$ cat src/rtl/fracn_pkg.sv
package fracn_pkg;
  // Strobes issued by the sequencing control to the accumulator datapath
  typedef struct packed {
    logic step;       // advance accumulator, register a modulus
    logic loadCfg;    // copy port configuration into active registers
    logic applyPend;  // copy pending configuration into active registers
    logic loadPend;   // capture port configuration into pending registers
  } modStrobe_t;
endpackage

$ cat src/rtl/fracn_accum.sv
module fracn_accum
  import fracn_pkg::*;
#(
  parameter int FRAC_W = 22,
  parameter int N_W    = 8
) (
  input  logic             clk,
  input  logic             rst,
  input  modStrobe_t       ctl,
  input  logic [N_W-1:0]   cfgN,
  input  logic [FRAC_W-2:0] cfgFrac,
  output logic             wrapNext,
  output logic [N_W:0]     modulus,
  output logic             modValid
);
  localparam int SUM_W = FRAC_W + 1;

  logic [FRAC_W-1:0] acc, actK, pendK;
  logic [N_W-1:0]    actN, pendN;
  logic [SUM_W-1:0]  sum;

  always_comb begin
    sum      = {1'b0, acc} + {1'b0, actK};
    wrapNext = sum[FRAC_W];
  end

  always_ff @(posedge clk) begin
    if (rst) begin
      acc      <= '0;
      actK     <= '0;
      actN     <= '0;
      pendK    <= '0;
      pendN    <= '0;
      modulus  <= '0;
      modValid <= 1'b0;
    end else begin
      modValid <= ctl.step;
      if (ctl.step) begin
        acc     <= sum[FRAC_W-1:0];
        modulus <= {1'b0, actN} + (N_W+1)'(sum[FRAC_W]);
      end
      if (ctl.loadCfg) begin
        actN <= cfgN;
        actK <= {cfgFrac, 1'b1};
      end else if (ctl.applyPend) begin
        actN <= pendN;
        actK <= pendK;
      end
      if (ctl.loadPend) begin
        pendN <= cfgN;
        pendK <= {cfgFrac, 1'b1};
      end
    end
  end

  // An active fraction is always odd while stepping
  assert_odd_frac_R2: assert property (@(posedge clk) disable iff (rst)
    ctl.step |-> actK[0]);

  // No modulus is presented while idle
  assert_idle_quiet_R1: assert property (@(posedge clk) disable iff (rst)
    !ctl.step |=> !modValid);
endmodule

$ cat src/rtl/fracn_ctrl.sv
module fracn_ctrl
  import fracn_pkg::*;
#(
  parameter int WIN = 1024,
  parameter int TOL = 2
) (
  input  logic       clk,
  input  logic       rst,
  input  logic       cfgWrite,
  input  logic       wrapNext,
  input  logic       fbEdge,
  output modStrobe_t ctl,
  output logic       lockLost
);
  localparam int WW = $clog2(WIN);
  localparam int CW = WW + 1;

  logic running, pendValid, wrapNow;

  always_comb begin
    wrapNow       = running & wrapNext;
    ctl.step      = running;
    ctl.loadCfg   = cfgWrite & (~running | wrapNow);
    ctl.applyPend = wrapNow & pendValid & ~ctl.loadCfg;
    ctl.loadPend  = cfgWrite & running & ~wrapNow;
  end

  always_ff @(posedge clk) begin
    if (rst) begin
      running   <= 1'b0;
      pendValid <= 1'b0;
    end else begin
      if (cfgWrite) running <= 1'b1;
      if (ctl.loadPend) pendValid <= 1'b1;
      else if (ctl.loadCfg | ctl.applyPend) pendValid <= 1'b0;
    end
  end

  // Lock window monitor
  logic [WW-1:0] winCnt;
  logic [CW-1:0] fbCnt, total, diff;
  logic          winEnd, goodSeen, outTol;

  always_comb begin
    winEnd = (winCnt == WW'(WIN - 1));
    total  = fbCnt + CW'(fbEdge);
    diff   = (total > CW'(WIN)) ? total - CW'(WIN) : CW'(WIN) - total;
    outTol = diff > CW'(TOL);
  end

  always_ff @(posedge clk) begin
    if (rst) begin
      winCnt   <= '0;
      fbCnt    <= '0;
      lockLost <= 1'b0;
      goodSeen <= 1'b0;
    end else begin
      winCnt <= winEnd ? '0 : winCnt + 1'b1;
      fbCnt  <= winEnd ? '0 : total;
      if (winEnd) begin
        if (outTol) begin
          lockLost <= 1'b1;
          goodSeen <= 1'b0;
        end else if (lockLost) begin
          if (goodSeen) begin
            lockLost <= 1'b0;
            goodSeen <= 1'b0;
          end else begin
            goodSeen <= 1'b1;
          end
        end
      end
    end
  end

  assert_strobe_excl_R6: assert property (@(posedge clk) disable iff (rst)
    $onehot0({ctl.loadCfg, ctl.applyPend, ctl.loadPend}));

  assert_pend_consumed_R7: assert property (@(posedge clk) disable iff (rst)
    (wrapNow && pendValid) |=> !pendValid);

  assert_flag_steady_R10: assert property (@(posedge clk) disable iff (rst)
    !winEnd |=> $stable(lockLost));

  assert_two_good_R9: assert property (@(posedge clk) disable iff (rst)
    $fell(lockLost) |-> $past(goodSeen));
endmodule

$ cat src/rtl/fracn_modctl.sv
module fracn_modctl
  import fracn_pkg::*;
#(
  parameter int FRAC_W = 22,
  parameter int N_W    = 8,
  parameter int WIN    = 1024,
  parameter int TOL    = 2
) (
  input  logic              clk,
  input  logic              rst,
  input  logic              cfgWrite,
  input  logic [N_W-1:0]    cfgN,
  input  logic [FRAC_W-2:0] cfgFrac,
  input  logic              fbEdge,
  output logic [N_W:0]      modulus,
  output logic              modValid,
  output logic              lockLost
);
  modStrobe_t ctl;
  logic       wrapNext;

  fracn_ctrl #(.WIN(WIN), .TOL(TOL)) u_ctrl (
    .clk(clk), .rst(rst), .cfgWrite(cfgWrite), .wrapNext(wrapNext),
    .fbEdge(fbEdge), .ctl(ctl), .lockLost(lockLost)
  );

  fracn_accum #(.FRAC_W(FRAC_W), .N_W(N_W)) u_accum (
    .clk(clk), .rst(rst), .ctl(ctl), .cfgN(cfgN), .cfgFrac(cfgFrac),
    .wrapNext(wrapNext), .modulus(modulus), .modValid(modValid)
  );
endmodule

$ cat config.mk
export PLATFORM = sky130hd
export DESIGN_NAME = fracn_modctl
export DESIGN_NICKNAME = d
export VERILOG_FILES = /design/src/rtl/fracn_pkg.sv /design/src/rtl/fracn_accum.sv /design/src/rtl/fracn_ctrl.sv /design/src/rtl/fracn_modctl.sv
export SDC_FILE = /design/constraint.sdc
export NUM_CORES = 1
export LEC_CHECK = 0
export ABC_AREA = 1
export ABC_CLOCK_PERIOD_IN_PS = 3400
export BUFFER_PORTS_ARGS = -buffer_cell sky130_fd_sc_hd__buf_2
export CAP_MARGIN = 20
export CORE_ASPECT_RATIO = 0.9
export CORE_UTILIZATION = 30
export CTS_CLUSTER_DIAMETER = 100
export CTS_CLUSTER_SIZE = 10
export DETAILED_ROUTE_END_ITERATION = 16
export MAX_ROUTING_LAYER = met4
export PLACE_DENSITY_LB_ADDON = 0.08
export SYNTH_ARGS = -nofsm -noshare
export SYNTH_HDL_FRONTEND = slang
export SYNTH_SLANG_ARGS = --single-unit
$ cat constraint.sdc
create_clock -name clk -period 3.4 [get_ports clk]
set_clock_uncertainty 0.2 [all_clocks]
set_input_delay 0.17 -clock clk [delete_from_list [all_inputs] [get_ports clk]]
set_output_delay 0.17 -clock clk [all_outputs]
set_load 0.03 [all_outputs]
Yosys cells after proc, flatten, opt, wreduce, memory -nomap -nowiden
Cells that the tools add are included.
{"block": "word_totals", "mem_count": 0, "inputBits": 33, "reg_bits": 117, "out_inout_bits": 11, "ramBits": 0, "rom_bits": 0, "latch_bits": 0}
{"block": "classes", "mul": 0, "order_cmp": 2, "shift": 0, "reduce_logical": 5, "n_bitwise": 11, "div": 0, "n_addsub": 6, "muxes": 12, "n_eq_ne": 1}
{"cell": "$mux 22", "count": 2}
{"cell": "$add 22x22->23", "count": 1}
{"cell": "$mux 8", "count": 2}
{"cell": "$add 11x1->11", "count": 1}
{"cell": "$gt 11x11->1 const B", "count": 1}
{"cell": "$gt 11x2->1 const B", "count": 1}
{"cell": "$mux 11", "count": 1}
{"cell": "$sub 11x11->11 const A", "count": 1}
{"cell": "$sub 11x11->11 const B", "count": 1}
{"cell": "$add 10x1->10 const B", "count": 1}
{"cell": "$eq 10x10->1 const B", "count": 1}
{"cell": "$add 8x1->9", "count": 1}
{"cell": "$mux 1", "count": 7}
{"cell": "$and 1x1->1", "count": 6}
{"cell": "$reduce_bool 2->1", "count": 3}
{"cell": "$not 1->1", "count": 3}
{"cell": "$or 1x1->1", "count": 2}
{"cell": "$reduce_and 2->1", "count": 1}
{"cell": "$reduce_or 2->1", "count": 1}

Depth between registers and ports, before layout
Gate-level depths: netlist of the first run.
{"block": "logic_depth", "depth_word": 9, "mapped_depth": 20, "mapped_depth_nobuf": 20}

Modules after synthesis
Synthesis of the first run repeated with hierarchy kept, for this count alone.
{"block": "hier_totals", "cells_unflattened": 981, "area_unflattened_um2": 6731.5}
{"mod": "fracn_accum", "area_each_um2": 4991.0, "cells_each": 730, "instances": 1}
{"mod": "fracn_ctrl", "area_each_um2": 1740.4, "cells_each": 251, "instances": 1}

Worst setup path before layout of the first run
OpenSTA, ideal clock, no wires.
{"block": "synth_path", "kind": "flip-flop to flip-flop", "start": "reg u_accum.actK[0]", "end": "reg u_accum.modulus[6]", "required_ps": 3085, "arrival_time_ps": 2477, "setup_slack_ps": 607, "stages_incl_launch_ff": 16, "synth_period_minus_slack_ps": 2793, "path_cell_list": "dfxtp_1 ha_1 inv_1 fa_1 o21ai_1 a21oi_2 inv_1 nand3_1 nand3_1 ha_1 ha_1 nand3_1 nor3b_1 xor2_1 o21ai_0 inv_1"}
{"block": "synth_via", "elab_chain_cells": 2}
{"element": "start: declaration", "line_no": "fracn_accum.sv:18", "text": "logic [FRAC_W-1:0] acc, actK, pendK;"}
{"element": "start signal: assignment", "line_no": "fracn_accum.sv:44", "text": "actK <= {cfgFrac, 1'b1};"}
{"element": "start signal: assignment", "line_no": "fracn_accum.sv:47", "text": "actK <= pendK;"}
{"element": "$add 22x22->23", "line_no": "fracn_accum.sv:23", "text": "sum = {1'b0, acc} + {1'b0, actK};"}
{"element": "$add 8x1->9", "line_no": "fracn_accum.sv:40", "text": "modulus <= {1'b0, actN} + (N_W+1)'(sum[FRAC_W]);"}
{"element": "end signal: assignment", "line_no": "fracn_accum.sv:40"}
{"element": "end: declaration", "line_no": "fracn_accum.sv:13", "text": "output logic [N_W:0] modulus,"}
No other way between the ends.
A chain may end at the register's enable or synchronous reset.

Worst setup path in the final report of the first run
Same ends and word-level chain as after synthesis.

==> impl_metrics.json, run 1 <==
{
  "top_usage_layer": "met2",
  "met1_usage": 0.226,
  "start_util": 0.310,
  "clk_latency_ps": 410,
  "ys_types": 37,
  "grt_pass1_vias": 5030,
  "cts_root_buf": "clkbuf_16",
  "fmax_mhz": 332,
  "critPathTopFamily": "adder cells",
  "holdWs_ps": 54.4,
  "syn_nets": 927,
  "io_pins": 44,
  "antenna_found_initial": 0,
  "die_w_um": 151,
  "final_area_um2": 7410,
  "avgRoutedWirePerCell_um": 12.9,
  "grt_util_met3": 0.0413,
  "synth_cells": 864,
  "synth_edf_count": 0,
  "nets": 992,
  "path_cells": "ha_1 -> inv_1 -> fa_1 -> o21ai_1 -> a21oi_2 -> inv_1 -> nand3_1 -> nand3_1 -> ha_1 -> ha_1 -> nand3_1 -> nor3b_2 -> xor2_1 -> o21ai_0 -> inv_1",
  "relSlewSlack": 0.472,
  "route.detailed.drc": 0,
  "fillers": 2112,
  "p_per_area_nw_per_um2": 530,
  "ant_nets": 0,
  "dpl.cell_count": 1129,
  "grt_setup_unrepaired": "no",
  "mappedNetlistArea_um2": 6030,
  "synth_area_leaders": "dfxtp_1 (39%), nand2_1 (11%), nor2_1 (9.3%), o21ai_0 (8.0%), ha_1 (6.0%)",
  "grt_pass1_wl_um": 25300,
  "cts_tree": "done",
  "track_usage": 0.164,
  "drive_gt1_frac": 0.117,
  "finalSetupViolCount": 0,
  "period_needed_ps": 3010,
  "synth_seq_area_share": 0.389,
  "port_buffers": 43,
  "seq_area_um2": 2340,
  "drv_cap": 0,
  "start_kind": "flip-flop",
  "path_buf_inv": 3,
  "clkTransAtPathRegs_ps": 60,
  "finalCritPeriodShare": 0.886,
  "r2r_slack_ps": 390,
  "place_hpwl_um": 10600,
  "vias": 5478,
  "cp_slowest_cell": "fa_1",
  "path_max_fanout": 3,
  "finalNonFillerCells": 1192,
  "dr.first_iter.drc_count": 292,
  "holdCritPathClass": "input pin to flip-flop",
  "slew_viol_final": 0,
  "row_count": 48,
  "crit_type": "flip-flop to flip-flop",
  "routed_wl_um": 15400,
  "gr-usage-met2": 0.234,
  "areaGrowthSynthToFinish_pct": 23.0,
  "vias_per_cell": 4.60,
  "syn_avg_cell_area_um2": 6.98,
  "hold_viol_final": 0,
  "cts.sinks": 117,
  "status": "finished, final reports clean",
  "final.setup.tns_ps": 0,
  "place_area_um2": 6490,
  "synth_area_leader_cell": "dfxtp_1",
  "synth_warnings": 0,
  "die_area_um2": 20700,
  "tightestPinTransition_ps": 792,
  "cellLeakagePower_nw": 3.42,
  "cpPeakStageDelay_ps": 400,
  "synthArstFlopShare": 0,
  "end_kind": "flip-flop",
  "first_pass_iters": 6,
  "cts_setup_buffers": 0,
  "netlist.area_leader.share": 0.389,
  "cp.required_ps": 3510,
  "clockBufferDepth": 2,
  "synth_most_common_cell": "nand2_1",
  "grt.overflow.total": 0,
  "coreArea_um2": 19500,
  "cts_buffers": 17,
  "synthFlopType": "dfxtp_1",
  "irDropWorstVdd_uv": 249,
  "gp_congestion": 0.768,
  "antenna_cells": 0,
  "post-route-util": 0.381,
  "grt_start_max_net_pins": 74,
  "ys_ff_latch": 117,
  "multi_input_area_um2": 3220,
  "h-tree-depth": 4,
  "die_y_um": 136,
  "synthTopCellsByCount": "nand2_1 (170), nor2_1 (149), dfxtp_1 (117)",
  "cp.arrival_ps": 3120
}
[worst paths after layout]
check                           cells past startpoint                         start                         endpoint
worst max-delay path                               15  u_accum.actK[0]$_SDFFE_PP0P_  u_accum.modulus[6]$_SDFFE_PP0P_
worst min-delay path                                2                           rst    u_accum.pendK[0]$_SDFFE_PP0P_
worst max register to register                     15  u_accum.actK[0]$_SDFFE_PP0P_  u_accum.modulus[6]$_SDFFE_PP0P_
worst min register to register                      1   u_ctrl.winCnt[0]$_SDFF_PP0_      u_ctrl.winCnt[0]$_SDFF_PP0_
[cells by family (layout without fill, tap and decap cells)]
| group | Yosys count | in the layout | share of synthesized area |
|---|---|---|---|
| AOI/OAI and AO/OA | 193 | 193 | 0.178 |
| adders and majority gates | 30 | 30 | 0.0635 |
| buffers and inverters | 121 | 199 | 0.0787 |
| xor gates and xnor gates | 22 | 22 | 0.0320 |
| DFF | 117 | 117 | 0.389 |
| and+or+nand+nor | 381 | 381 | 0.259 |
[state kept, by name, summed over array words and instances, names as in the netlist]
name	count
u_ctrl.goodSeen	1
u_ctrl.lockLost	1
u_accum.modValid	1
u_accum.actN	8
u_ctrl.pendValid	1
u_ctrl.fbCnt	11
u_accum.actK	22
u_accum.pendK	22
u_accum.pendN	8
u_ctrl.running	1
u_accum.acc	22
u_ctrl.winCnt	10
u_accum.modulus	9
[where the power goes]
part           total (W)  internal [W]  switching (W)
clock network    0.00187       0.00119       0.000675
logic           0.000535      0.000212       0.000323
registers        0.00153       0.00147      0.0000598
[metrics by stage]
stage / setup WS [ps] / total power [W]
global route: 54.1 / 0.00415
CTS: 281 / 0.00400
floorplan: 607 / 0.00192
finish: 388 / 0.00393
detailed placement: 285 / 0.00207
global placement: 307 / 0.00207
[placed cells by master, fill, tap and decap left out, types with 4 or more instances in the layout]
cell             n
clkinvlp_4       5
nor3_1           6
nor2_2           7
dfxtp_1        117
nand3_1         27
inv_1           78
nor2_1         148
nand2_2          7
ha_1            29
buf_2           43
a21oi_1         40
a31oi_1         33
buf_4            9
xor2_1          19
clkbuf_16       17
o21ai_0         96
o21bai_1         7
a21o_1           4
nand2_1        169
nand4_1          8
inv_2            5
dlygate4sd3_1   31
[routing by layer]
metal  vias to the layer above  routed length, um
li1                       2966                  -
met1                      2440               8340
met2                        60               6430
met3                        12                462
met4                         0                167
met5                         -                  0
[what timing repair did]
item | CTS | global route
hold buffers | 31 | 0
gates resized for setup | 0 | 1
setup endpoints to repair | 0 | 1
hold endpoints to repair | 60 | 0
[final cells by class]
| class | count | share of cell area |
|---|---|---|
| Sequential cell | 117 | 0.316 |
| Clock inverter | 11 | 0.0203 |
| Timing Repair Buffer | 84 | 0.0827 |
| Clock buffer | 21 | 0.0621 |
| Tap cell | 250 | 0.0422 |
| Inverter | 83 | 0.0420 |
| Multi-Input combinational cell | 626 | 0.435 |
Power figures use the tool's default switching activity.
==> run 2: changes to the inputs <==
BUFFER_PORTS_ARGS = not set   (was -buffer_cell sky130_fd_sc_hd__buf_2)
DONT_BUFFER_PORTS = 1   (was not set)
MAX_ROUTING_LAYER = not set   (was met4)
==> run 2 against run 1 <==
Against the previous run:
- sequential power barely moved
- clock power barely moved
- flip-flop and latch count stayed put
- final cell count shrank 3.6%
- worst hold slack better by 61 ps
- utilization shrank 1.0 points
- die area did not move
- worst setup slack worse by 62 ps
- non-clock buffer count shrank 42
- wire length fell by 1.4%
- via count is 0.11% higher
- critical endpoint unchanged
==> impl_metrics.json, run 2 (synthesis gave the netlist of run 1 again) <==
{
  "status": "finished, final reports clean",
  "die_y_um": 136,
  "dr.first_iter.drc_count": 191,
  "tightestPinTransition_ps": 1040,
  "cts_setup_buffers": 0,
  "irDropWorstVdd_uv": 268,
  "ant_nets": 0,
  "path_max_fanout": 3,
  "place_hpwl_um": 10700,
  "hold_viol_final": 0,
  "pwr-share-clk": 0.477,
  "avgRoutedWirePerCell_um": 13.2,
  "fin_ws_ps": 326,
  "cellLeakagePower_nw": 3.25,
  "r2r_start": "u_accum.actK[0]$_SDFFE_PP0P_",
  "h-tree-depth": 4,
  "io_pins": 44,
  "crit_type": "flip-flop to flip-flop",
  "cp.arrival_ps": 3190,
  "cts_tree": "done",
  "p_switching_w": 0.00103,
  "fillers": 2052,
  "comb_power_share": 0.128,
  "nets": 950,
  "start_kind": "flip-flop",
  "drive_gt1_frac": 0.0756,
  "row_count": 48,
  "finalSetupViolCount": 0,
  "final.setup.tns_ps": 0,
  "start_util": 0.310,
  "holdCritPathClass": "input pin to flip-flop",
  "route.detailed.drc": 0,
  "r2r_slack_ps": 330,
  "seq_area_um2": 2340,
  "relSlewSlack": 0.305,
  "pwr-share-seq": 0.395,
  "cts.sinks": 117,
  "antenna_cells": 0,
  "clkTransAtPathRegs_ps": 60,
  "fmax_mhz": 325,
  "port_buffers": 0,
  "cp.required_ps": 3520,
  "worst_r2r_path_depth": 15,
  "period_needed_ps": 3070,
  "grt_start_max_net_pins": 74,
  "timing.rr.end": "u_accum.modulus[6]$_SDFFE_PP0P_",
  "vias_per_cell": 4.77,
  "die_w_um": 151,
  "first_pass_iters": 6,
  "vias": 5484,
  "die_area_um2": 20700,
  "crit_start": "u_accum.actK[0]$_SDFFE_PP0P_",
  "clk_latency_ps": 420,
  "p_per_area_nw_per_um2": 541,
  "hold_end": "u_ctrl.fbCnt[1]$_SDFF_PP0_",
  "mostFrequentLayoutCells": "nand2_1 (169), nor2_1 (148), dfxtp_1 (117)",
  "reg.largest.list": "u_accum.acc: 22 flops, u_accum.actK: 22 flops, u_accum.pendK: 22 flops",
  "grt.overflow.total": 0,
  "coreArea_um2": 19500,
  "track_usage": 0.158,
  "antenna_found_initial": 0,
  "slew_viol_final": 0,
  "cts_buffers": 17,
  "gp_congestion": 0.802,
  "areaGrowthSynthToFinish_pct": 19.7,
  "final_common_cell": "nand2_1",
  "grt_setup_unrepaired": "no",
  "worstHoldStart": "fbEdge",
  "post-place-ws_ps": 193,
  "finalCritPeriodShare": 0.904,
  "clockBufferDepth": 2,
  "drv_cap": 0,
  "cts_root_buf": "clkbuf_16",
  "worst_hold_path.num_cells": 5,
  "routed_wl_um": 15200,
  "grt_pass1_wl_um": 25200,
  "switching_share": 0.265,
  "multi_input_area_um2": 3220,
  "holdWs_ps": 116,
  "grt_pass1_vias": 5122,
  "intPower_w": 0.00287,
  "end_kind": "flip-flop"
}
==> run 2: worst max-delay path by stage <==
stage	endpoint	slack, ps
5_1_grt	u_accum.modulus[6]$_SDFFE_PP0P_	50
4_1_cts	u_accum.modulus[6]$_SDFFE_PP0P_	190
6_report	u_accum.modulus[6]$_SDFFE_PP0P_	330
3_3_place_gp	u_accum.modulus[6]$_SDFFE_PP0P_	290
2_1_floorplan	u_accum.modulus[6]$_SDFFE_PP0P_	610
3_5_place_dp	u_accum.modulus[6]$_SDFFE_PP0P_	190
==> run 2: cell type report <==
class	count	share of cell area
Sequential cell	117	0.325
Timing Repair Buffer	42	0.0565
Clock inverter	11	0.0208
Tap cell	250	0.0434
Inverter	83	0.0432
Multi-Input combinational cell	626	0.447
Clock buffer	20	0.0647
==> run 2: power groups by stage <==
stage / combinational, W / clock [W] / sequential (W)
2_1_floorplan: 0.000376 / 0 / 0.00155
3_3_place_gp: 0.000460 / 0 / 0.00157
3_5_place_dp: 0.000462 / 0 / 0.00157
4_1_cts: 0.000505 / 0.00192 / 0.00154
5_1_grt: 0.000576 / 0.00198 / 0.00156
6_report: 0.000501 / 0.00186 / 0.00154
==> run 2: per-stage QoR <==
step | total power (W) | util | instance area [um^2] | std cells
floorplan | 0.00192 | - | 6030 | 864
global placement | 0.00203 | 0.322 | 6270 | 1086
detailed placement | 0.00203 | 0.322 | 6270 | 1086
CTS | 0.00397 | 0.370 | 7210 | 1149
global route | 0.00411 | 0.371 | 7210 | 1149
finish | 0.00390 | 0.371 | 7210 | 1149
==> run 2: metal layers <==
layer | vias to the layer above | routed length, um | GRT usage
li1 | 2879 | - | -
met3 | 12 | 575 | 0.0416
met5 | - | 0 | 0
met1 | 2525 | 7880 | 0.213
met4 | 0 | 140 | 0.0489
met2 | 68 | 6590 | 0.243
==> run 2: timing repair <==
| item | 4_1_cts | 5_1_grt |
|---|---|---|
| endpoints found under the setup margin | 0 | 1 |
| hold endpoints to repair | 83 | 0 |
| hold buffers | 32 | 0 |
| gates resized for setup | 0 | 1 |
==> run 2: worst max-delay path: stages, from the launching register on <==
cell and delay [ps]:
dfxtp_1 330, ha_1 170, inv_1 70, fa_1 400
o21ai_1 250, a21oi_2 120, inv_1 120, nand3_1 100
nand3_1 160, ha_1 190, ha_1 190, nand3_1 140
nor3b_2 240, xor2_1 100, o21ai_0 150, inv_1 50
==> run 3: changes to the inputs <==
CORE_ASPECT_RATIO = not set   (was 0.9)
==> run 3 against run 2 <==
Against the previous run:
- worst hold slack improved by 7.6 ps
- final area fell by 0.73%
- wire length shrank 2.0%
- clock-buffer cell count down 2
- sequential power barely moved
==> impl_metrics.json, run 3 (synthesis gave the netlist of run 1 again) <==
{
  "r2r_slack_ps": 320,
  "die_w_um": 144,
  "routed_wl_um": 14900,
  "post-place-ws_ps": 298,
  "row_count": 51,
  "grt_pass1_vias": 5145,
  "nets": 948,
  "drive_gt1_frac": 0.0713,
  "avgRoutedWirePerCell_um": 12.8,
  "pwr-share-seq": 0.416,
  "cts.sinks": 117,
  "route.detailed.drc": 0,
  "antenna_cells": 0,
  "clkTransAtPathRegs_ps": 60,
  "cts_buffers": 17,
  "pwr-share-clk": 0.450,
  "h-tree-depth": 4,
  "cellLeakagePower_nw": 3.22,
  "grt_start_max_net_pins": 53,
  "grt_pass1_wl_um": 25100,
  "intPower_w": 0.00262,
  "reg.largest.list": "u_accum.acc: 22 flops, u_accum.actK: 22 flops, u_accum.pendK: 22 flops",
  "vias": 5378,
  "irDropWorstVdd_uv": 338,
  "io_pins": 44,
  "hold_buffers": 32,
  "place_hpwl_um": 10500,
  "hold_viol_final": 0,
  "holdCritPathClass": "input pin to flip-flop",
  "p_per_area_nw_per_um2": 519,
  "mostFrequentLayoutCells": "nand2_1 (169), nor2_1 (149), dfxtp_1 (117)",
  "wl_met2_um": 6810,
  "top_layer": "met4",
  "clockBufferDepth": 2,
  "fillers": 2105,
  "cp.required_ps": 3500,
  "cts_setup_buffers": 0,
  "vias_per_cell": 4.62,
  "p_switching_w": 0.00110,
  "port_buffers": 0,
  "clk_latency_ps": 420,
  "crit_type": "flip-flop to flip-flop",
  "switching_share": 0.296,
  "dr.first_iter.drc_count": 215,
  "fin_ws_ps": 319,
  "areaGrowthSynthToFinish_pct": 18.8,
  "finalCritPeriodShare": 0.906,
  "gp_congestion": 0.794,
  "cts_tree": "done",
  "tightestPinTransition_ps": 799,
  "path_max_fanout": 3,
  "dr_wl_met3_um": 519,
  "grt_setup_unrepaired": "no",
  "die_area_um2": 20700,
  "coreArea_um2": 19600,
  "cts.repair.resized": 0,
  "status": "finished, final reports clean",
  "finalSetupViolCount": 0,
  "period_needed_ps": 3080,
  "start_util": 0.308,
  "start_kind": "flip-flop",
  "final.setup.tns_ps": 0,
  "wirelength_met1_um": 7360,
  "slew_viol_final": 0,
  "track_usage": 0.157,
  "ant_nets": 0,
  "final_common_cell": "nand2_1",
  "comb_power_share": 0.134,
  "drv_cap": 0,
  "end_kind": "flip-flop",
  "first_pass_iters": 5,
  "cp.arrival_ps": 3190,
  "die_y_um": 144,
  "antenna_found_initial": 0,
  "relSlewSlack": 0.467,
  "grt.overflow.total": 0,
  "cts_root_buf": "clkbuf_16",
  "fmax_mhz": 325
}
==> run 3: changes by cell type in the layout (fill, tap and decap cells not counted), moves of 2 or more <==
cell	previous run	this run
inv_6	1	6
inv_8	0	2
buf_4	9	6
clkbuf_8	3	0
bufinv_16	3	0
==> run 3: power by group through the flow <==
stage                     logic [W]  registers, W  clock network, W
after floorplan            0.000376       0.00155                 0
after global placement     0.000452       0.00158                 0
after detailed placement   0.000457       0.00158                 0
after CTS                  0.000499       0.00155           0.00173
after global routing       0.000579       0.00156           0.00178
final                      0.000498       0.00155           0.00167
==> run 3: worst paths after layout <==
check,start,to,cells after the start
hold / removal,fbEdge,u_ctrl.fbCnt[1]$_SDFF_PP0_,5
hold reg to reg,u_ctrl.winCnt[0]$_SDFF_PP0_,u_ctrl.winCnt[0]$_SDFF_PP0_,1
setup / recovery,u_accum.actK[0]$_SDFFE_PP0P_,u_accum.modulus[6]$_SDFFE_PP0P_,15
setup reg to reg,u_accum.actK[0]$_SDFFE_PP0P_,u_accum.modulus[6]$_SDFFE_PP0P_,15
==> run 3: per-stage QoR <==
stage	area [um^2]	instances	utilization	hold slack, ps	power (W)
3_5_place_dp	6260	1098	0.320	48.9	0.00203
2_1_floorplan	6030	864	-	105	0.00192
3_3_place_gp	6260	1098	0.320	45.4	0.00203
5_1_grt	7160	1163	0.366	168	0.00392
4_1_cts	7130	1162	0.364	105	0.00378
6_report	7160	1163	0.366	123	0.00372
==> run 3: area by class of cell <==
| cell class | count | area (um^2) | share of cell area |
|---|---|---|---|
| multi-input cells | 626 | 3210 | 0.449 |
| repair buffers | 40 | 413 | 0.0577 |
| clock buffers | 18 | 429 | 0.0599 |
| flip-flops and latches | 117 | 2340 | 0.327 |
| inverters | 83 | 312 | 0.0435 |
| well taps | 265 | 332 | 0.0463 |
| clock inverters | 14 | 119 | 0.0166 |
==> run 3: routing by layer <==
| metal | GRT usage | vias to the layer above |
|---|---|---|
| li1 | - | 2871 |
| met1 | 0.199 | 2429 |
| met2 | 0.255 | 68 |
| met3 | 0.0380 | 10 |
| met4 | 0.0582 | 0 |
| met5 | 0 | - |
==> run 3: worst max-delay path: stages, from the launching register on <==
cell,delay [ps]
dfxtp_1,340
ha_1,170
inv_1,60
fa_1,400
o21ai_1,250
a21oi_2,110
inv_1,110
nand3_1,90
nand3_1,150
ha_1,190
ha_1,180
nand3_1,120
nor3b_1,300
xor2_1,100
o21ai_0,160
inv_1,50
